`src/rtl/ocp_pkg.sv`:
```
package ocp_pkg;

  typedef enum logic [1:0] {
    FK_NONE   = 2'b00,
    FK_REPEAT = 2'b01,
    FK_HIGH   = 2'b10
  } fault_kind_e;

  // Next value of the moderate-event run length after one sampled tick.
  function automatic int unsigned ocp_next_count(int unsigned cur,
                                                 int unsigned top_val,
                                                 logic        event_seen);
    if (!event_seen) return 0;
    if (cur >= top_val) return top_val;
    return cur + 1;
  endfunction

  // True when one more event on top of cur reaches the trip limit.
  function automatic logic ocp_is_final(int unsigned cur, int unsigned limit);
    return (cur + 1) >= limit;
  endfunction

endpackage

```
`src/rtl/ocp_event_counter.sv`:
```
module ocp_event_counter #(
  parameter int LIMIT = 4,
  parameter int CNT_W = 2
) (
  input  logic clk,
  input  logic por_n,
  input  logic clear,
  input  logic sample,
  input  logic over_lo,
  output logic final_event
);
  import ocp_pkg::*;

  localparam int unsigned TOPV = unsigned'(LIMIT - 1);

  logic [CNT_W-1:0] count;
  logic [31:0]      count_ext;

  assign count_ext   = {{(32-CNT_W){1'b0}}, count};
  assign final_event = sample & over_lo & ocp_is_final(count_ext, unsigned'(LIMIT));

  always_ff @(posedge clk or negedge por_n) begin
    if (!por_n) begin
      count <= '0;
    end else if (clear) begin
      count <= '0;
    end else if (sample) begin
      count <= CNT_W'(ocp_next_count(count_ext, TOPV, over_lo));
    end
  end

  // the run length never passes the value one below the limit
  p_count_bound_r4: assert property (@(posedge clk) disable iff (!por_n)
    count_ext <= TOPV);

  // a counted event below the limit advances the run by one
  p_count_step_r4: assert property (@(posedge clk) disable iff (!por_n)
    (sample && over_lo && !clear && count_ext < TOPV) |=> (count == $past(count) + 1'b1));

  // a clean sampled tick empties the run
  p_clean_clears_r5: assert property (@(posedge clk) disable iff (!por_n)
    (sample && !over_lo && !clear) |=> (count == '0));

  // without a sample or clear the run is held
  p_idle_holds_r6: assert property (@(posedge clk) disable iff (!por_n)
    (!sample && !clear) |=> $stable(count));

endmodule

```
`src/rtl/ocp_fault_latch.sv`:
```
module ocp_fault_latch (
  input  logic                clk,
  input  logic                por_n,
  input  logic                trip_high,
  input  logic                trip_repeat,
  output logic                latched,
  output ocp_pkg::fault_kind_e kind
);
  import ocp_pkg::*;

  always_ff @(posedge clk or negedge por_n) begin
    if (!por_n) begin
      latched <= 1'b0;
      kind    <= FK_NONE;
    end else if (!latched) begin
      if (trip_high) begin
        latched <= 1'b1;
        kind    <= FK_HIGH;
      end else if (trip_repeat) begin
        latched <= 1'b1;
        kind    <= FK_REPEAT;
      end
    end
  end

  // a held trip and its cause never change until power-on reset
  p_sticky_r7: assert property (@(posedge clk) disable iff (!por_n)
    latched |=> (latched && $stable(kind)));

  // the severe cause wins over a coincident repeat trip
  p_high_wins_r8: assert property (@(posedge clk) disable iff (!por_n)
    (trip_high && !latched) |=> (kind == FK_HIGH));

  // a cause is reported exactly when a trip is held
  p_kind_consistent_r1: assert property (@(posedge clk) disable iff (!por_n)
    latched == (kind != FK_NONE));

endmodule

```
`src/rtl/ocp_two_level_latch.sv`:
```
module ocp_two_level_latch #(
  parameter int REPEAT_LIMIT = 4
) (
  input  logic       clk,
  input  logic       por_n,
  input  logic       enable,
  input  logic       cycle_tick,
  input  logic       over_lo,
  input  logic       over_hi,
  output logic       gate_off,
  output logic       fault_latched,
  output logic [1:0] fault_kind
);
  import ocp_pkg::*;

  localparam int CNT_W = (REPEAT_LIMIT < 2) ? 1 : $clog2(REPEAT_LIMIT);

  // Named internal events, brought out for the checks below
  logic        live;
  logic        sample;
  logic        trip_high;
  logic        trip_repeat;
  fault_kind_e kind_w;

  assign live      = enable & ~fault_latched;
  assign sample    = cycle_tick & live;
  assign trip_high = sample & over_hi;

  ocp_event_counter #(
    .LIMIT (REPEAT_LIMIT),
    .CNT_W (CNT_W)
  ) u_count (
    .clk         (clk),
    .por_n       (por_n),
    .clear       (~live),
    .sample      (sample),
    .over_lo     (over_lo),
    .final_event (trip_repeat)
  );

  ocp_fault_latch u_latch (
    .clk         (clk),
    .por_n       (por_n),
    .trip_high   (trip_high),
    .trip_repeat (trip_repeat),
    .latched     (fault_latched),
    .kind        (kind_w)
  );

  assign fault_kind = kind_w;
  assign gate_off   = fault_latched | ~enable | trip_high | trip_repeat;

  // a severe flag on a live tick cuts the gates in the same cycle
  p_hi_immediate_r3: assert property (@(posedge clk) disable iff (!por_n)
    (cycle_tick && enable && over_hi) |-> gate_off);

  // and the trip is held from the next edge on
  p_hi_latches_r3: assert property (@(posedge clk) disable iff (!por_n)
    (cycle_tick && enable && over_hi) |=> fault_latched);

  // with enable low nothing new is latched
  p_disabled_no_trip_r2: assert property (@(posedge clk) disable iff (!por_n)
    (!enable && !fault_latched) |=> !fault_latched);

  // a clock without a tick cannot start a trip
  p_no_tick_no_trip_r6: assert property (@(posedge clk) disable iff (!por_n)
    (!cycle_tick && !fault_latched) |=> !fault_latched);

  // while held, the shutdown request stays asserted
  p_held_off_r7: assert property (@(posedge clk) disable iff (!por_n)
    fault_latched |-> gate_off);

endmodule

```
`config.mk`:
```
export PLATFORM = sky130hd
export DESIGN_NAME = ocp_two_level_latch
export DESIGN_NICKNAME = d
export VERILOG_FILES = /design/src/rtl/ocp_pkg.sv /design/src/rtl/ocp_event_counter.sv /design/src/rtl/ocp_fault_latch.sv /design/src/rtl/ocp_two_level_latch.sv
export SDC_FILE = /design/constraint.sdc
export NUM_CORES = 1
export LEC_CHECK = 0
export ABC_AREA = 1
export BUFFER_PORTS_ARGS = -buffer_cell sky130_fd_sc_hd__buf_2
export CORE_AREA = 2 2 39 41
export DETAILED_ROUTE_END_ITERATION = 12
export DIE_AREA = 0 0 41 43
export SETUP_SLACK_MARGIN = 0.5
export SLEW_MARGIN = 30
export SYNTH_ARGS = -nofsm -noshare
export SYNTH_HDL_FRONTEND = slang
export SYNTH_HIERARCHICAL = 1
export SYNTH_SLANG_ARGS = --single-unit
```
`constraint.sdc`:
```
create_clock -name clk -period 1.9 [get_ports clk]
set_input_delay 0.38 -clock clk [delete_from_list [all_inputs] [get_ports clk]]
set_output_delay 0.38 -clock clk [all_outputs]
set_load 0.02 [all_outputs]
```
==> Word level (Yosys, flattened, before mapping) <==
Index checks and enable logic that the tools add are counted.
{ "word_totals": {"out_inout_bits": 4, "inputBits": 6, "reg_bits": 5} }
{ "classes": {"add_sub_neg": 1, "reduce_logical": 2, "n_lt_le_gt_ge": 2, "eq_ne": 1, "muxes": 17, "bitwise_logic": 10} }
{ "op_table": {"columns": ["op", "count"], "rows": [
  ["2-bit 2-to-1 mux", 7],
  ["1-bit 2-to-1 mux", 10],
  ["1-bit bitwise AND", 5],
  ["2-bit by 1-bit adder with 3-bit output, second input constant", 1],
  ["3-bit >= comparator, second input constant", 1],
  ["1-bit bitwise OR", 3],
  ["2-bit >= comparator, second input constant", 1],
  ["2-bit by 1-bit != test with 1-bit output, second input constant", 1],
  ["1-bit NOT", 2],
  ["2-bit AND reduction", 1],
  ["2-bit nonzero test", 1]
]} }

==> Logic depth before layout (Yosys ltp) <==
Gate-level depths: netlist (run 1).
{ "logic_depth": {"depth_word": 12, "mapped_depth": 8, "mapped_depth_nobuf": 8} }

==> By module <==
Netlist (run 1), hierarchy kept.
{ "modules_own_cells": {"columns": ["mod", "area_per_inst_um2", "cells_each", "instances"], "rows": [
  ["ocp_fault_latch", 121.4, 13, 1],
  ["ocp_event_counter", 113.9, 15, 1],
  ["ocp_two_level_latch", 37.5, 8, 1]
]} }

==> Worst setup path before layout (run 1) <==
OpenSTA, ideal clock, no wires.
{ "synth_timing": {"path_kind": "flip-flop to output port", "startpoint": "register u_latch.latched", "endpoint": "output gate_off", "t_arrival_ns": 1.348, "n_path_buf": 0, "path_slack_ns": 0.172, "stages_incl_launch_ff": 8, "path_cell_list": "dfrtp_1 -> inv_2 -> nand2_2 -> nor2_1 -> nand2_1 -> nor2_1 -> nor2_2 -> nand2_1"} }
{ "synth_via": {"elab_chain_cells": 6, "elab_cells_between_ends": 9} }
{ "synth_rtl": {"columns": ["element", "line", "source"], "rows": [
  ["start: declaration", "ocp_fault_latch.sv:6", "output logic latched,"],
  ["start signal: assignment", "ocp_fault_latch.sv:13", "latched <= 1'b0;"],
  ["start signal: assignment", "ocp_fault_latch.sv:17", "latched <= 1'b1;"],
  ["start signal: assignment", "ocp_fault_latch.sv:20", "latched <= 1'b1;"],
  ["1-bit NOT (no source line)", null, null],
  ["1-bit bitwise AND", "ocp_two_level_latch.sv:25", "assign live = enable & ~fault_latched;"],
  ["1-bit bitwise AND", "ocp_two_level_latch.sv:26", "assign sample = cycle_tick & live;"],
  ["net sample", "ocp_two_level_latch.sv:20", "logic sample;"],
  ["1-bit bitwise AND (2 in a row)", "ocp_event_counter.sv:20", "assign final_event = sample & over_lo & ocp_is_final(count_ext, unsigned'(LIMIT));"],
  ["net trip_repeat", "ocp_two_level_latch.sv:22", "logic trip_repeat;"],
  ["1-bit bitwise OR", "ocp_two_level_latch.sv:51", "assign gate_off = fault_latched | ~enable | trip_high | trip_repeat;"],
  ["end: declaration", "ocp_two_level_latch.sv:10", "output logic gate_off,"]
]} }
The timed path passes the listed nets, and every way through them passes these cells.

==> Worst setup path in the final report (run 1) <==
Same ends and word-level chain as after synthesis.

==> run metrics, run 1 <==
Yosys reg bits=5; die area=1760 sq um; Fin Setup TNS=0 ns; Area contributors post-synth=dfrtp_1 (46%), nand2_1 (15%), inv_1 (6.9%); RSZ-0062 raised after global routing=true; grt peak-use layer=met2; register area share after synthesis=45.9%; most frequent cells in the layout=nand2_1 (9), buf_2 (8), inv_1 (5), buf_4 (5), dfrtp_1 (4); Residual DRC=0; Die Y=approximately 43 um; worst rel slew slack=roughly nine tenths; root buffer cell=clkbuf_4; dpl cell area=364 sq um; Hold Slack=0.426 ns; routed vias=280; first-pass GRT wire length=993 um; status=complete, no violations; CP Max Fanout=2; Vias/cell=3.94; # Max-Cap Violations=0; met3 Track Usage GR=approximately 6.3%; Synth Instances=36; cts bufs inserted=3; CP Cell Sequence=inv_2, nand2_4, nor2_4, nand2_2, nor2_4, nor2_2, nand2_2, buf_6; fin. max-slew vios=0; Setup CP Type=reg -> out; design area=445 sq um; Synth Net Count=42; CP arrival=1.22 ns; Ports=10; routed wire length per instance=8.21 um; Sw Ratio=21.6%; Max clock buf depth=2; CP Data Required Time=between 1.5 and 2 ns; pin count of the biggest net entering global routing=6; Starting Density=between 10% and 20%; slowest cell on the critical path=dfrtp_2; Core Region=1380 sq um; layout cells sized above 1=54.5%; Starting DRT DRC Count=4; die width=41 um; Leakage=0.239 nW; ANT nets after route=0; Synth Cell Area=273 sq um; Peak supply drop=0.302 mV; clock slew at reported path FFs=0.05 ns; synth warn=6; Startpoint Class=register; clock latency on the worst-skew pair=0.24 ns; FILL cells=153; combinational fraction of design power=~4.7%; Final Core Density=32.2%; PD cells=~540 nW/um^2; Post-DP HPWL=a little over 400 um; post-synth top area share=a little under half; worst slew pin tran=approximately 0.13 ns; Final Power=0.240 mW; Cell variety after synth=13; commonest non-fill, non-tap cell in the layout=nand2_1; post-layout net count=62; sequential share of power=44.4%; # setup viols final=0; Port Buffers=9; clock tree from TritonCTS=done; Max stage delay on crit path=approximately 0.4 ns; standard-cell row count=14; antenna violations before repair=0; Avg Inst Size Synth=7.58 sq um; Crit. End Element=primary output; H-tree Lvls=1; worst hold path class=in -> reg; Fin. Hold Viols=0; number of global-route vias before repair=249; gpl congestion=0.656; # clock sinks=5; wirelength, routed=583 um; grt met2 use=between 10% and 20%; met1 usage=9.18%; largest area contributor in the netlist=dfrtp_1; max frequency=623 MHz; GRT overflow=0; period utilization=84.4%; first-pass iteration count of the detailed router=3; clk_skew=0.00267 ns; gr usage total=between 8 and 9%; fin crit period=1.60 ns; sw power=0.0520 mW; antenna diode count=0; area delta synth->final=63.3%; clock share of power=50.9%; Internal=~0.19 mW
## metrics by stage
| step | setup slack (ns) | instances |
|---|---|---|
| after floorplan | 0.446 | 36 |
| after detailed placement | 0.354 | 61 |
| final | 0.296 | 71 |
| after CTS | 0.278 | 71 |
| after global placement | 0.359 | 61 |
| after global routing | 0.225 | 71 |
## what timing repair did
action	CTS	global route
hold buffers	1	0
endpoints found under the setup margin	1	1
gates resized for setup	2	0
setup buffers	5	0
endpoints found under the hold margin	5	0
pin swaps	4	1
## metal layers
| metal | part of all wire [%] | up-vias |
|---|---|---|
| met3 | 6.5 | 0 |
| met1 | 38 | 126 |
| met5 | 0 | - |
| met4 | 0 | 0 |
| met2 | 55 | 6 |
| li1 | - | 148 |
## critical path, delay by kind of cell (launching register included)
kind	cells	cell delay, ns
and+or+nand+nor	6	0.39
DFF	1	0.40
buffers and inverters	2	0.19
## final cells by class
type | instances | area [sq um] | share of cell area (%)
multi-input combinational | 25 | 150 | 33.7
sequential | 5 | 126 | 28.4
timing repair buffer | 15 | 98.8 | 22.2
clock buffer | 3 | 22.5 | 5.06
inverter | 6 | 22.5 | 5.06
tap | 16 | 20.0 | 4.49
clock inverter | 1 | 5.00 | 1.12
## registers in the layout (all words and copies together) (netlist names)
register	cells
u_count/count	2
u_latch/kind	2
u_latch/latched	1
## synth_stat cells
cell	instances
inv_1	5
nand2_1	11
inv_2	1
o21ai_1	1
o21ai_2	1
nor2_1	5
a21oi_2	1
nand3_2	1
nand3b_1	1
nand2_2	1
nand4_1	1
dfrtp_1	5
nor2_2	2
## logic make-up after synthesis
| family | count (synthesis) | synth area share [%] |
|---|---|---|
| flops | 5 | 45.9 |
| compound gates | 3 | 8.26 |
| buf+inv | 6 | 8.26 |
| simple gates | 22 | 37.6 |
## power by group through the flow
stage / Sequential [mW] / Combinational (mW) / Clock [mW]
floorplan: 0.108 / 0.00123 / 0
detailed placement: 0.108 / 0.0100 / 0
global placement: 0.108 / 0.00984 / 0
finish: 0.107 / 0.0113 / 0.122
CTS: 0.107 / 0.0115 / 0.128
global route: 0.106 / 0.0130 / 0.141
## path summary, 6_finish.rpt
check                      slack (ns)          endpoint            start  cells past startpoint
setup / recovery                 0.30          gate_off  u_latch/latched                      8
hold / removal                   0.43  u_count/count[1]          over_lo                      3
setup reg to reg                 0.73   u_latch/kind[1]  u_latch/latched                      9
hold reg to reg                  0.47   u_latch/kind[1]  u_latch/kind[1]                      2
max in group asynchronous        1.25   u_latch/latched            por_n                      2
min in group asynchronous        0.51   u_latch/kind[1]            por_n                      2
Power figures use the tool's default switching activity.
==> run 2, diff against run 1 <==
Clock period 1.9 ns to 1.4 ns, I/O delays scaled along.
==> run metrics, run 2 (same netlist as run 1, synthesis figures left out) <==
cts bufs inserted=3 (unchanged); Sw Ratio=18.9% (-2.8 points); Vias/cell=3.83 (-3.0%); routed vias=310 (+11%); # setup viols final=3 (+3); clock share of power=49.8% (-1.1 points); pre-CTS setup slack=0.0363 ns (-0.318 ns); Core Region=1380 sq um (unchanged); Fin Setup TNS=-0.271 ns (-0.271 ns); worst rel slew slack=91.3% (-0.20 points); r2r startpoint=u_latch/latched; Largest regs=u_count/count x2, u_latch/kind x2, u_latch/latched x1; kind of cell adding the most delay to the critical path=flip-flops; Setup CP Type=reg -> out; design area=584 sq um (+31%); combinational fraction of design power=4.9% (+0.2 points); clock latency on the worst-skew pair=0.23 ns (about the same); gr usage total=10.0% (+1.0 points); commonest non-fill, non-tap cell in the layout=buf_6; Hold Path End=u_count/count[0]; reg2reg end=u_count/count[1]; first-pass GRT wire length=1150 um (+15%); Peak supply drop=0.317 mV (+4.8%); gpl congestion=0.604 (-8.0%); H-tree Lvls=1 (unchanged); RSZ-0062 raised after global routing=true; die width=41 um (unchanged); standard-cell row count=14 (unchanged); flop2flop setup slack=-0.11 ns (-0.84 ns); Hold Startpoint=over_lo; register area=126 sq um (unchanged); antenna diode count=0 (unchanged); CP Cell Sequence=inv_2, nand2_4, nor2_4, nand2_2, nor2_4, nor2_2, nand2_2, buf_6; slowest cell on the critical path=dfrtp_2; Crit. End Element=primary output; Internal=0.260 mW (+38%); root buffer cell=clkbuf_4; r2r worst-path depth=12 (+3); post-layout net count=72 (+16%); most frequent cells in the layout=buf_6 (12), nand2_1 (9), buf_4 (7); CP Max Fanout=2 (unchanged); fin crit period=around 1.5 ns; CP arrival=1.24 ns (+0.02 ns); first-pass iteration count of the detailed router=1 (-2); wirelength, routed=751 um (+29%); routed wire length per instance=9.27 um (+13%); Buf/Inv on CP=2 (unchanged); # Max-Cap Violations=0 (unchanged); Ports=10 (unchanged); Port Buffers=9 (unchanged); status=finished with violations; clk_skew=0.000123 ns (-0.00254 ns); GRT overflow=0 (unchanged); pin count of the biggest net entering global routing=6 (unchanged); die area=1760 sq um (unchanged); CP Data Required Time=1.12 ns (-0.40 ns); period utilization=108%; Fin. Hold Viols=0 (unchanged); final setup margin=-0.118 ns (-0.413 ns); sw power=0.0604 mW (+16%); ANT nets after route=0 (unchanged); area delta synth->final=114%; worst hold path class=in -> reg; WHS Path Cells=3 (unchanged); PD cells=547 nW/um^2 (+1.5%); Starting DRT DRC Count=0 (-4); Residual DRC=0 (unchanged); dpl cell area=379 sq um (+4.1%); FILL cells=150 (-2.0%); Starting Density=19.7% (unchanged); Die Y=43 um (unchanged); clock slew at reported path FFs=0.04 ns (about the same); worst slew pin tran=0.130 ns (+0.00304 ns); max frequency=between 600 and 700 MHz; Max stage delay on crit path=0.41 ns (about the same); fin. max-slew vios=0 (unchanged); Post-DP HPWL=441 um (+6.5%); sequential share of power=45.4% (+1.0 points); clock tree from TritonCTS=done; # clock sinks=5 (unchanged); Startpoint Class=register; Max clock buf depth=2 (unchanged); area of the multi-input gates=166 sq um (+11%); layout cells sized above 1=61.5% (+7.0 points); Leakage=0.303 nW (+27%); antenna violations before repair=0 (unchanged); number of global-route vias before repair=318 (+28%); Final Core Density=42.2% (+10 points); failing checks=negative setup slack
-- run 2: changes by cell type in the layout (fill, tap and decap cells not counted), sizes merged --
cell and delta:
clkbuf +1, buf +10, clkinv -1
-- run 2: repair_timing --
item                                   CTS  global route
pin swaps                                7             3
setup endpoints to repair                9             9
hold buffers                             1             0
gates resized for setup                 17             2
buffers inserted                        10             3
endpoints found under the hold margin    5             0
-- run 2: layer usage --
metal / global-route usage [%] / share of wire, % / up-vias / routed length [um]
met5: 0 / 0 / - / 0
met4: 8.00 / 0 / 0 / 0
met3: 1.57 / 4.4 / 0 / 33
met2: 16.6 / 58 / 7 / 436
met1: 10.2 / 37 / 137 / 281
li1: - / - / 166 / -
-- run 2: tightest hold or removal path: cells and delay by family --
kind / cells / cell delay [ns]
simple gates: 1 / 0.09
buf+inv: 1 / 0.12
compound gates: 1 / 0.05
-- run 2: area by class of cell --
cell class	instances	share of cell area (%)
timing repair buffer	25	38.1
inverter	6	3.85
multi-input combinational	25	28.5
clock buffer	4	4.50
tap	16	3.43
sequential	5	21.6
-- run 2: power groups by stage --
stage	clock network, mW	logic, mW	registers (mW)
final	0.159	0.0155	0.145
after global routing	0.174	0.0173	0.145
after CTS	0.170	0.0158	0.145
after detailed placement	0	0.0132	0.147
after global placement	0	0.0129	0.147
after floorplan	0	0.00167	0.147
-- run 2: worst max path at each step --
| stage | from | end | slack (ns) | cells after the start |
|---|---|---|---|---|
| after floorplan | u_latch/latched | gate_off | 0.05 | 7 |
| after global placement | u_latch/latched | gate_off | 0.06 | 8 |
| after detailed placement | u_latch/latched | gate_off | 0.04 | 8 |
| after CTS | u_latch/latched | gate_off | -0.15 | 8 |
| after global routing | u_latch/latched | gate_off | -0.19 | 8 |
| final | u_latch/latched | gate_off | -0.12 | 8 |
-- run 2: per-stage QoR --
| step | hold WS (ns) | std cells | power (mW) |
|---|---|---|---|
| after floorplan | -0.0156 | 36 | 0.149 |
| after global placement | 0.0963 | 63 | 0.160 |
| after detailed placement | 0.0982 | 63 | 0.160 |
| after CTS | 0.343 | 78 | 0.331 |
| after global routing | 0.348 | 81 | 0.336 |
| final | 0.348 | 81 | 0.320 |
